--- src/rtl/sio_cfg_pkg.sv ---
package sio_cfg_pkg;
  localparam logic [7:0] KEY_OPEN  = 8'hA5;
  localparam logic [7:0] KEY_CLOSE = 8'hAA;
  localparam logic [7:0] IDX_DEVSEL = 8'h07;
  localparam logic [7:0] IDX_ENABLE = 8'h30;
  localparam logic [7:0] IDX_BASE_H = 8'h60;
  localparam logic [7:0] IDX_BASE_L = 8'h61;
  localparam logic [15:0] PAIR_PRIMARY = 16'h004E;
  localparam logic [15:0] PAIR_ALT     = 16'h002E;
  localparam logic [7:0] LOCKED_READ = 8'hFF;

  typedef struct packed {
    logic        en;
    logic [15:0] base;
  } ldev_cfg_t;
endpackage

--- src/rtl/sio_port_decode.sv ---
module sio_port_decode #(
  parameter int ADDR_W = 16
) (
  input  logic              strap_alt,
  input  logic [ADDR_W-1:0] io_addr,
  input  logic              io_wr,
  input  logic              io_rd,
  output logic              idx_wr,
  output logic              dat_wr,
  output logic              dat_rd
);
  import sio_cfg_pkg::*;

  logic [ADDR_W-1:0] idx_addr;
  logic [ADDR_W-1:0] dat_addr;
  logic              hit_idx;
  logic              hit_dat;

  always_comb begin
    idx_addr = strap_alt ? ADDR_W'(PAIR_ALT) : ADDR_W'(PAIR_PRIMARY);
    dat_addr = idx_addr + ADDR_W'(1);
    hit_idx  = (io_addr == idx_addr);
    hit_dat  = (io_addr == dat_addr);
    idx_wr   = io_wr & hit_idx;
    dat_wr   = io_wr & hit_dat;
    dat_rd   = io_rd & hit_dat;
  end
endmodule

--- src/rtl/sio_key_lock.sv ---
module sio_key_lock (
  input  logic       clk,
  input  logic       rst_n,
  input  logic       idx_wr,
  input  logic [7:0] wdata,
  output logic       unlocked,
  output logic       idx_load
);
  import sio_cfg_pkg::*;

  logic unlocked_q, unlocked_d;
  logic half_key_q, half_key_d;

  always_comb begin
    unlocked_d = unlocked_q;
    half_key_d = half_key_q;
    idx_load   = 1'b0;
    if (idx_wr) begin
      if (!unlocked_q) begin
        if (wdata == KEY_OPEN) begin
          if (half_key_q) begin
            unlocked_d = 1'b1;
            half_key_d = 1'b0;
          end else begin
            half_key_d = 1'b1;
          end
        end else begin
          half_key_d = 1'b0;
        end
      end else if (wdata == KEY_CLOSE) begin
        unlocked_d = 1'b0;
        half_key_d = 1'b0;
      end else begin
        idx_load = 1'b1;
      end
    end
  end

  always_ff @(posedge clk or negedge rst_n) begin
    if (!rst_n) begin
      unlocked_q <= 1'b0;
      half_key_q <= 1'b0;
    end else if (idx_wr) begin
      unlocked_q <= unlocked_d;
      half_key_q <= half_key_d;
    end
  end

  assign unlocked = unlocked_q;
endmodule

--- src/rtl/sio_ldev_regs.sv ---
module sio_ldev_regs #(
  parameter int NUM_LDEV = 4
) (
  input  logic                  clk,
  input  logic                  rst_n,
  input  logic                  unlocked,
  input  logic                  idx_load,
  input  logic                  dat_wr,
  input  logic [7:0]            wdata,
  output logic [NUM_LDEV-1:0]   en_o,
  output logic [16*NUM_LDEV-1:0] base_o,
  output logic [7:0]            rd_val
);
  import sio_cfg_pkg::*;

  localparam int SEL_W = (NUM_LDEV > 1) ? $clog2(NUM_LDEV) : 1;

  logic [7:0]       index_q, index_d;
  logic [SEL_W-1:0] sel_q, sel_d;
  logic             cfg_wr;
  logic             wr_sel, wr_en, wr_hi, wr_lo;
  ldev_cfg_t        dev_q [NUM_LDEV];
  ldev_cfg_t        cur;

  always_comb begin
    cfg_wr  = dat_wr & unlocked;
    wr_sel  = cfg_wr & (index_q == IDX_DEVSEL);
    wr_en   = cfg_wr & (index_q == IDX_ENABLE);
    wr_hi   = cfg_wr & (index_q == IDX_BASE_H);
    wr_lo   = cfg_wr & (index_q == IDX_BASE_L);
    index_d = idx_load ? wdata : index_q;
    sel_d   = wr_sel ? wdata[SEL_W-1:0] : sel_q;
  end

  always_ff @(posedge clk or negedge rst_n) begin
    if (!rst_n) begin
      index_q <= 8'h00;
      sel_q   <= '0;
    end else begin
      if (idx_load) index_q <= index_d;
      if (wr_sel)   sel_q   <= sel_d;
    end
  end

  for (genvar i = 0; i < NUM_LDEV; i++) begin : g_dev
    logic      hit;
    ldev_cfg_t nxt;

    always_comb begin
      hit = (sel_q == SEL_W'(i));
      nxt = dev_q[i];
      if (hit && wr_en) nxt.en         = wdata[0];
      if (hit && wr_hi) nxt.base[15:8] = wdata;
      if (hit && wr_lo) nxt.base[7:0]  = wdata;
    end

    always_ff @(posedge clk or negedge rst_n) begin
      if (!rst_n) begin
        dev_q[i] <= '0;
      end else if (hit && (wr_en || wr_hi || wr_lo)) begin
        dev_q[i] <= nxt;
      end
    end

    assign en_o[i]            = dev_q[i].en;
    assign base_o[16*i +: 16] = dev_q[i].base;
  end

  always_comb begin
    cur = dev_q[sel_q];
    unique case (index_q)
      IDX_DEVSEL: rd_val = 8'(sel_q);
      IDX_ENABLE: rd_val = {7'b0, cur.en};
      IDX_BASE_H: rd_val = cur.base[15:8];
      IDX_BASE_L: rd_val = cur.base[7:0];
      default:    rd_val = 8'h00;
    endcase
  end
endmodule

--- src/rtl/sio_cfg_port.sv ---
module sio_cfg_port #(
  parameter int ADDR_W   = 16,
  parameter int NUM_LDEV = 4
) (
  input  logic                   clk,
  input  logic                   rst_n,
  input  logic                   strap_alt,
  input  logic [ADDR_W-1:0]      io_addr,
  input  logic                   io_wr,
  input  logic                   io_rd,
  input  logic [7:0]             io_wdata,
  output logic [7:0]             io_rdata,
  output logic                   cfg_unlocked,
  output logic [NUM_LDEV-1:0]    ldev_en,
  output logic [16*NUM_LDEV-1:0] ldev_base
);
  import sio_cfg_pkg::*;

  logic idx_wr, dat_wr, dat_rd;
  logic idx_load;
  logic [7:0] rd_val;

  sio_port_decode #(.ADDR_W(ADDR_W)) u_dec (
    .strap_alt (strap_alt),
    .io_addr   (io_addr),
    .io_wr     (io_wr),
    .io_rd     (io_rd),
    .idx_wr    (idx_wr),
    .dat_wr    (dat_wr),
    .dat_rd    (dat_rd)
  );

  sio_key_lock u_lock (
    .clk      (clk),
    .rst_n    (rst_n),
    .idx_wr   (idx_wr),
    .wdata    (io_wdata),
    .unlocked (cfg_unlocked),
    .idx_load (idx_load)
  );

  sio_ldev_regs #(.NUM_LDEV(NUM_LDEV)) u_regs (
    .clk      (clk),
    .rst_n    (rst_n),
    .unlocked (cfg_unlocked),
    .idx_load (idx_load),
    .dat_wr   (dat_wr),
    .wdata    (io_wdata),
    .en_o     (ldev_en),
    .base_o   (ldev_base),
    .rd_val   (rd_val)
  );

  always_comb begin
    if (!dat_rd)           io_rdata = 8'h00;
    else if (!cfg_unlocked) io_rdata = LOCKED_READ;
    else                   io_rdata = rd_val;
  end
endmodule

--- config.mk ---
export PLATFORM = sky130hd
export DESIGN_NAME = sio_cfg_port
export DESIGN_NICKNAME = d
export VERILOG_FILES = /design/src/rtl/sio_cfg_pkg.sv /design/src/rtl/sio_port_decode.sv /design/src/rtl/sio_key_lock.sv /design/src/rtl/sio_ldev_regs.sv /design/src/rtl/sio_cfg_port.sv
export SDC_FILE = /design/constraint.sdc
export NUM_CORES = 1
export LEC_CHECK = 0
export ABC_AREA = 1
export BUFFER_PORTS_ARGS = -buffer_cell sky130_fd_sc_hd__buf_2
export CORE_MARGIN = 5
export CORE_UTILIZATION = 35
export CTS_BUF_LIST = sky130_fd_sc_hd__clkbuf_8
export DETAILED_ROUTE_END_ITERATION = 7
export HOLD_SLACK_MARGIN = 0.15
export SLEW_MARGIN = 20
export SYNTH_ARGS = -nofsm -noshare
export SYNTH_HDL_FRONTEND = slang
export SYNTH_HIERARCHICAL = 1
export SYNTH_SLANG_ARGS = --single-unit
--- constraint.sdc ---
create_clock -name clk -period 1.6 [get_ports clk]
set_clock_uncertainty 0.15 [all_clocks]
set_input_delay 0.32 -clock clk [delete_from_list [all_inputs] [get_ports clk]]
set_output_delay 0.32 -clock clk [all_outputs]
set_load 0.05 [all_outputs]
* Word-level counts from Yosys, hierarchy flattened *
Index checks and enable logic that the tools add are counted.

cells by class
  multiplexer cells = 17
  bitwise gates (word level) = 9
  equal/unequal tests = 12
  reductions and logical operators = 32
  $add $sub $neg = 1
  order comparisons = 1

operators by type and width
  operator               count
  $bmux 17 s2            1
  $mux 17                2
  $eq 16x16->1           2
  $pmux 8 s4             1
  $reduce_and 2->1       13
  $add 16x1->16 const B  1
  $eq 8x7->1 const B     2
  $eq 8x8->1 const B     2
  $logic_and 1x1->1      16
  $mux 8                 2
  $mux 1                 10
  $and 1x1->1            8
  $eq 8x3->1 const B     1
  $eq 8x6->1 const B     1
  $mux 7                 1
  $eq 2x2->1 const B     2
  $ge 3x3->1 const B     1
  $not 2->3              1
  $eq 2x1->1 const B     1
  $logic_not 2->1        1
  $logic_or 1x1->1       2
  $ne 2x2->1 const B     1

storage, ports and cells
  output and inout bits = 77
  bits of input ports = 29
  register bits after elaboration = 80
  logic and storage cells = 88

* Logic depth before layout (Yosys ltp) *
  word-level depth = 10
  depth in mapped cells = 11
  depth with buffers taken out = 11

* Hierarchy *
The synthesis kept the hierarchy.

modules (own cells, without submodules)
  module           cells each  times used  area an instance (µm²)  sequential area each (µm²)
  sio_ldev_regs    516         1           3932.5                  1951.9
  sio_key_lock     35          1           183.9                   50.0
  sio_cfg_port     18          1           115.1                   0.0
  sio_port_decode  26          1           105.1                   0.0

* Least setup slack after synthesis *
OpenSTA, ideal clock, no wires.

  path kind = register -> output
  from = register u_regs.sel_q[1]
  to = output port io_rdata[5]
  arrival = 1699 ps
  path buffers = 2
  stages on the path, launching flop included = 10
  path slack = -569 ps
  required time = 1130 ps
  cell sequence = dfrtp_1 > buf_4 > nor2_2 > buf_2 > nand2_1 > nand4_1 > nand2_1 > nand2_1 > inv_1 > a21oi_2

on the way
  longest elaborated chain between the ends = 7

ends and longest elaborated chain
  element                                     line                 text
  start: declaration                          sio_ldev_regs.sv:19  logic [SEL_W-1:0] sel_q, sel_d;
  start signal: assignment                    sio_ldev_regs.sv:41  if (wr_sel) sel_q <= sel_d;
  $not 2->3 (not written as such)             sio_ldev_regs.sv:70  cur = dev_q[sel_q];
  $bmux 17 s2                                 sio_ldev_regs.sv:70
  $mux 17 (not written as such) (2 in a row)  sio_ldev_regs.sv:70
  $pmux 8 s4                                  sio_ldev_regs.sv:71  unique case (index_q)
  named net rd_val[5]                         sio_cfg_port.sv:21   logic [7:0] rd_val;
  $mux 8                                      sio_cfg_port.sv:56   else if (!cfg_unlocked) io_rdata = LOCKED_READ;
  $mux 8                                      sio_cfg_port.sv:55   if (!dat_rd) io_rdata = 8'h00;
  end: declaration                            sio_cfg_port.sv:12   output logic [7:0] io_rdata,

The timed path passes the listed nets, and every way through them passes these cells. The select of a mux whose other input is x is not followed.

* Worst setup path after layout *
  from = register u_regs.sel_q[0]
  to = output port io_rdata[0]

on the way
  longest elaborated chain between the ends = 7

ends and longest elaborated chain
  element                                     line
  $not 2->3 (not written as such)             sio_ldev_regs.sv:70
  $bmux 17 s2                                 sio_ldev_regs.sv:70
  $mux 17 (not written as such) (2 in a row)  sio_ldev_regs.sv:70
  $pmux 8 s4 *                                sio_ldev_regs.sv:71
  named net rd_val[0]                         sio_cfg_port.sv:21
  $mux 8 *                                    sio_cfg_port.sv:56
  $mux 8 *                                    sio_cfg_port.sv:55

Mark *: on every way through the listed nets, which the timed path passes. The rest lies on a longest branch. The select of a mux whose other input is x is not followed.

==> reports/results.md <==
| Parameter | Value | Unit |
|:---|:---|:---|
| CP Data Required Time | 1.13 | ns |
| Standard-cell rows | 40 | - |
| Aggregate global routing overflow | 0 | - |
| Path class of the lowest-slack min-delay path | input port to flip-flop | - |
| Slew at the pin closest to its max-slew limit | 0.373 | ns |
| Metal3 WL | 1370 | um |
| EDFF count, synth | 0 | - |
| Routed length per placed instance | 16.6 | um |
| Antenna violations before repair | 0 | - |
| Biggest area consumer among synthesized cells | sky130_fd_sc_hd__dfrtp_1 | - |
| Cell types occupying the most area after synthesis | sky130_fd_sc_hd__dfrtp_1 (46%), sky130_fd_sc_hd__nand2_1 (24%), sky130_fd_sc_hd__nand4_1 (6.3%) | - |
| Min-Delay Startpoint | io_wdata[2] | - |
| Number of maximum-capacitance constraint violations | 0 | - |
| Final wirelength | 16,800 | um |
| Clock root buffer | sky130_fd_sc_hd__clkbuf_8 | - |
| Min Hold Slack | 0.241 | ns |
| Share of the synthesized area in compound gates (AO/OA/AOI/OAI) | 3.23 | % |
| Count of different cell masters after synthesis | 23 | - |
| Post-synthesis share of cell area spent on and, or, nand and nor gates | 42.2 | % |
| Remaining antenna violation count | 0 | - |
| Unrepaired setup endpoints after global routing | yes | - |
| Clock period minus worst slack | 2.41 | ns |
| Classification of the worst setup path | flip-flop to output port | - |
| Clock slew at the register clock pins of the worst setup and hold paths | 0.09 | ns |
| Cell-internal power | 2930 | uW |
| Die Width | 121 | um |
| Post-Synthesis Mean Instance Area | 7.29 | um2 |
| Predominant post-synthesis flop cell | sky130_fd_sc_hd__dfrtp_1 | - |
| Critical Path AT | 1.94 | ns |
| Synth Net Count | 624 | - |
| Total net switching power | 917 | uW |
| Chain of cells forming the critical path | inv_2 > buf_8 > nand2_2 > nand2_1 > nand2_1 > nand2_2 > nand2_1 > nand2_1 > inv_1 > nand2_1 > inv_2 > a21oi_4 > buf_6 | - |
| Number of H-tree branching levels | 3 | - |
| Multiplexer fraction of the synthesized cell area | 0.519 | % |
| Async set or reset register ratio after synthesis | 100 | % |
| Worst hold endpoint | u_regs/base_o[42] | - |
| Avg Vias per Cell | 5.02 | - |
| Total I/O pin count | 106 | - |
| Top cell type's share of synthesized area | 46.2 | % |
| Post-synthesis sequential element count | 80 | - |
| VDD IR-drop max | 0.333 | mV |
| CTS buffer count | 9 | - |
| Relative max-transition margin | 75.1 | % |
| Crit-path max FO | 8 | - |
| Count of mapped cells out of synthesis | 595 | - |
| Clock tree from TritonCTS | yes | - |
| Power per cell area | 532 | nW/um2 |
| Combinational power share | 5.0 | % |
| Final cycle utilization of the critical path | 151 | % |
| Violation count after the first detailed-routing iteration | 594 | - |
| Violations in the final reports | setup timing | - |
| Uppermost routed layer | met4 | - |
| Iteration count of the initial detailed-routing pass | 7 | - |
| Fraction of final layout cells sized beyond drive strength 1 | 45.6 | % |
| Final max-slew violation count | 0 | - |
| Height of the chip | 121 | um |
| Worst path max stage delay | 0.49 | ns |
| Kind of start point of the critical path | flip-flop | - |
| Overall power of the completed layout | 3850 | uW |
| R2R Path End | u_regs/base_o[24] | - |
| Pre-CTS setup slack | -0.536 | ns |
| Tot GR Track Use | 22.7 | % |
| Detailed-route DRC error count | 0 | - |
| Max Buffers Root-to-Sink | 2 | - |
| Commonest cells after routing, fill and taps aside | sky130_fd_sc_hd__nand2_1 (252), sky130_fd_sc_hd__buf_4 (138), sky130_fd_sc_hd__dfrtp_1 (78) | - |
| Combined area of all synthesized cells | 4340 | um2 |
| Most Frequent Cell on Critical Path | sky130_fd_sc_hd__nand2_1 | - |
| Final Worst Setup Slack | -0.812 | ns |
| Fraction of the mapped netlist area in adder cells | 0 | % |
| Initial Util | 36.0 | % |
| First-pass GRT wire length | 26,400 | um |
| Sequential fraction of the synthesis area | 46.2 | % |
| Final net count | 867 | - |
| Core area | 12,100 | um2 |
| Skew-Pair Late Insertion Delay | 0.36 | ns |
| Clk sink count | 80 | - |
| Setup crit end kind | output port | - |
| Clock network power share | 42.6 | % |
| Reg-to-reg startpoint | u_regs/index_q[4] | - |
| Pin count of the biggest net entering global routing | 32 | - |
| Crit path buffers/inverters | 5 | - |
| Sequential fraction of design power | 52.4 | % |
| Vias in the first global route | 5,099 | - |
| Hold depth | 4 | - |
| Worst-case register-to-register setup slack | -0.36 | ns |
| Diode insertion count for antenna repair | 0 | - |
| Final weighted congestion in routability-driven placement | 0.889 | - |
| Synthesis-to-finish area growth | 67.1 | % |
| Met1 wire length | 7080 | um |
| Cell family with most CP delay | buffers and inverters | - |
| Final number of setup-violating endpoints | 72 | - |
| DP Wirelength | 11,300 | um |
| DR vias | 5,076 | - |
| Cell count of the worst reg-to-reg path | 13 | - |
| Count of input and output buffers | 105 | - |
| Number of warnings issued by yosys | 6 | - |
| Status | complete, but fails checks | - |
| Final core occ | 60.1 | % |
| Most common cell after layout, fill and taps aside | sky130_fd_sc_hd__nand2_1 | - |
| F_max | 415 | MHz |
| Net switching fraction of the power | 23.8 | % |
| Leakage dissipation | 0.00385 | uW |
| Critical path's slowest cell | sky130_fd_sc_hd__dfrtp_2 | - |
| Die area | 14,700 | um2 |
| Final hold violation count | 0 | - |
| Metal2 WL | 8120 | um |
| Main combinational cell family by area after synthesis | simple AND/OR/NAND/NOR gates | - |
| Post-synthesis xor/xnor area fraction | 0 | % |
layout make-up:
type	count	area, um2
fillers	1074	4820
flip-flops and latches	80	2000
repair buffers	267	2270
inverters	35	146
multi-input cells	444	2390
well taps	168	210
clock buffers	12	165
clock inverters	4	51.3
repair inverters	1	8.76
what timing repair did:
action                     4_1_cts  5_1_grt
resized for setup               83      104
setup buffers                   24        9
pin swaps                       13       20
gates cloned                     5        3
hold buffers                     1        0
setup endpoints to repair       80      104
hold endpoints to repair        80        0
Yosys cell counts (3+ instances only):
| library cell | count |
|---|---|
| sky130_fd_sc_hd__nor3_1 | 3 |
| sky130_fd_sc_hd__a21oi_2 | 8 |
| sky130_fd_sc_hd__dfrtp_1 | 80 |
| sky130_fd_sc_hd__nand4_1 | 44 |
| sky130_fd_sc_hd__clkbuf_1 | 11 |
| sky130_fd_sc_hd__buf_2 | 14 |
| sky130_fd_sc_hd__nand3_1 | 52 |
| sky130_fd_sc_hd__buf_4 | 6 |
| sky130_fd_sc_hd__o21ai_1 | 4 |
| sky130_fd_sc_hd__inv_2 | 4 |
| sky130_fd_sc_hd__nor2_2 | 5 |
| sky130_fd_sc_hd__inv_1 | 31 |
| sky130_fd_sc_hd__o21ai_0 | 8 |
| sky130_fd_sc_hd__buf_6 | 5 |
| sky130_fd_sc_hd__nand2_1 | 279 |
| sky130_fd_sc_hd__nor2_1 | 29 |
metal layers:
metal  track usage, %  vias to the layer above
li1                 -                     2408
met3             3.82                       28
met2             37.7                      221
met5                0                        -
met4             6.16                        0
met1             30.5                     2419
registers in the layout (all words and copies together), names as in the netlist:
name and flops:
u_lock/unlocked 1, u_regs/sel_q 2, u_lock/half_key_q 1, u_regs/base_o 64, u_regs/index_q 8, u_regs/en_o 4
power groups by stage:
stage                     sequential, uW  combinational, uW  clock [uW]
after CTS                           2020                190        1660
after global placement              2060                182           0
after global routing                2020                211        1730
final                               2020                192        1640
after detailed placement            2060                185           0
after floorplan                     2060               45.2           0
metrics by stage:
stage / setup TNS (ns) / std cells / instance area [um2]
after detailed placement: -37.37 / 958 / 6090
after CTS: -13.07 / 1004 / 6950
after global placement: -33.76 / 958 / 6090
after global routing: -26.30 / 1011 / 7250
final: -21.22 / 1011 / 7250
after floorplan: -5.16 / 595 / 4520
how the worst max path moves through the flow:
stage | slack (ns) | endpoint | depth (start not counted) | startpoint
6_report | -0.81 | io_rdata[0] | 13 | u_regs/sel_q[0]
5_1_grt | -0.91 | io_rdata[4] | 10 | u_regs/sel_q[1]
4_1_cts | -0.78 | io_rdata[4] | 10 | u_regs/sel_q[0]
3_5_place_dp | -0.54 | io_rdata[4] | 10 | u_regs/sel_q[1]
3_3_place_gp | -0.52 | io_rdata[0] | 13 | u_regs/sel_q[0]
2_1_floorplan | -0.35 | io_rdata[0] | 10 | u_regs/index_q[3]
cell families (layout without fill, tap and decap cells):
kind of cell    after synthesis  count (layout)
flops                        80              80
simple gates                420             420
compound gates               22              22
buf+inv                      71             319
mux                           2               2
worst min-delay path, stage by stage:
cell and delay, ns:
sky130_fd_sc_hd__buf_2 0.11, sky130_fd_sc_hd__buf_4 0.18, sky130_fd_sc_hd__nand3_2 0.08, sky130_fd_sc_hd__nand2_1 0.04
(Power assumes the default switching activity.)
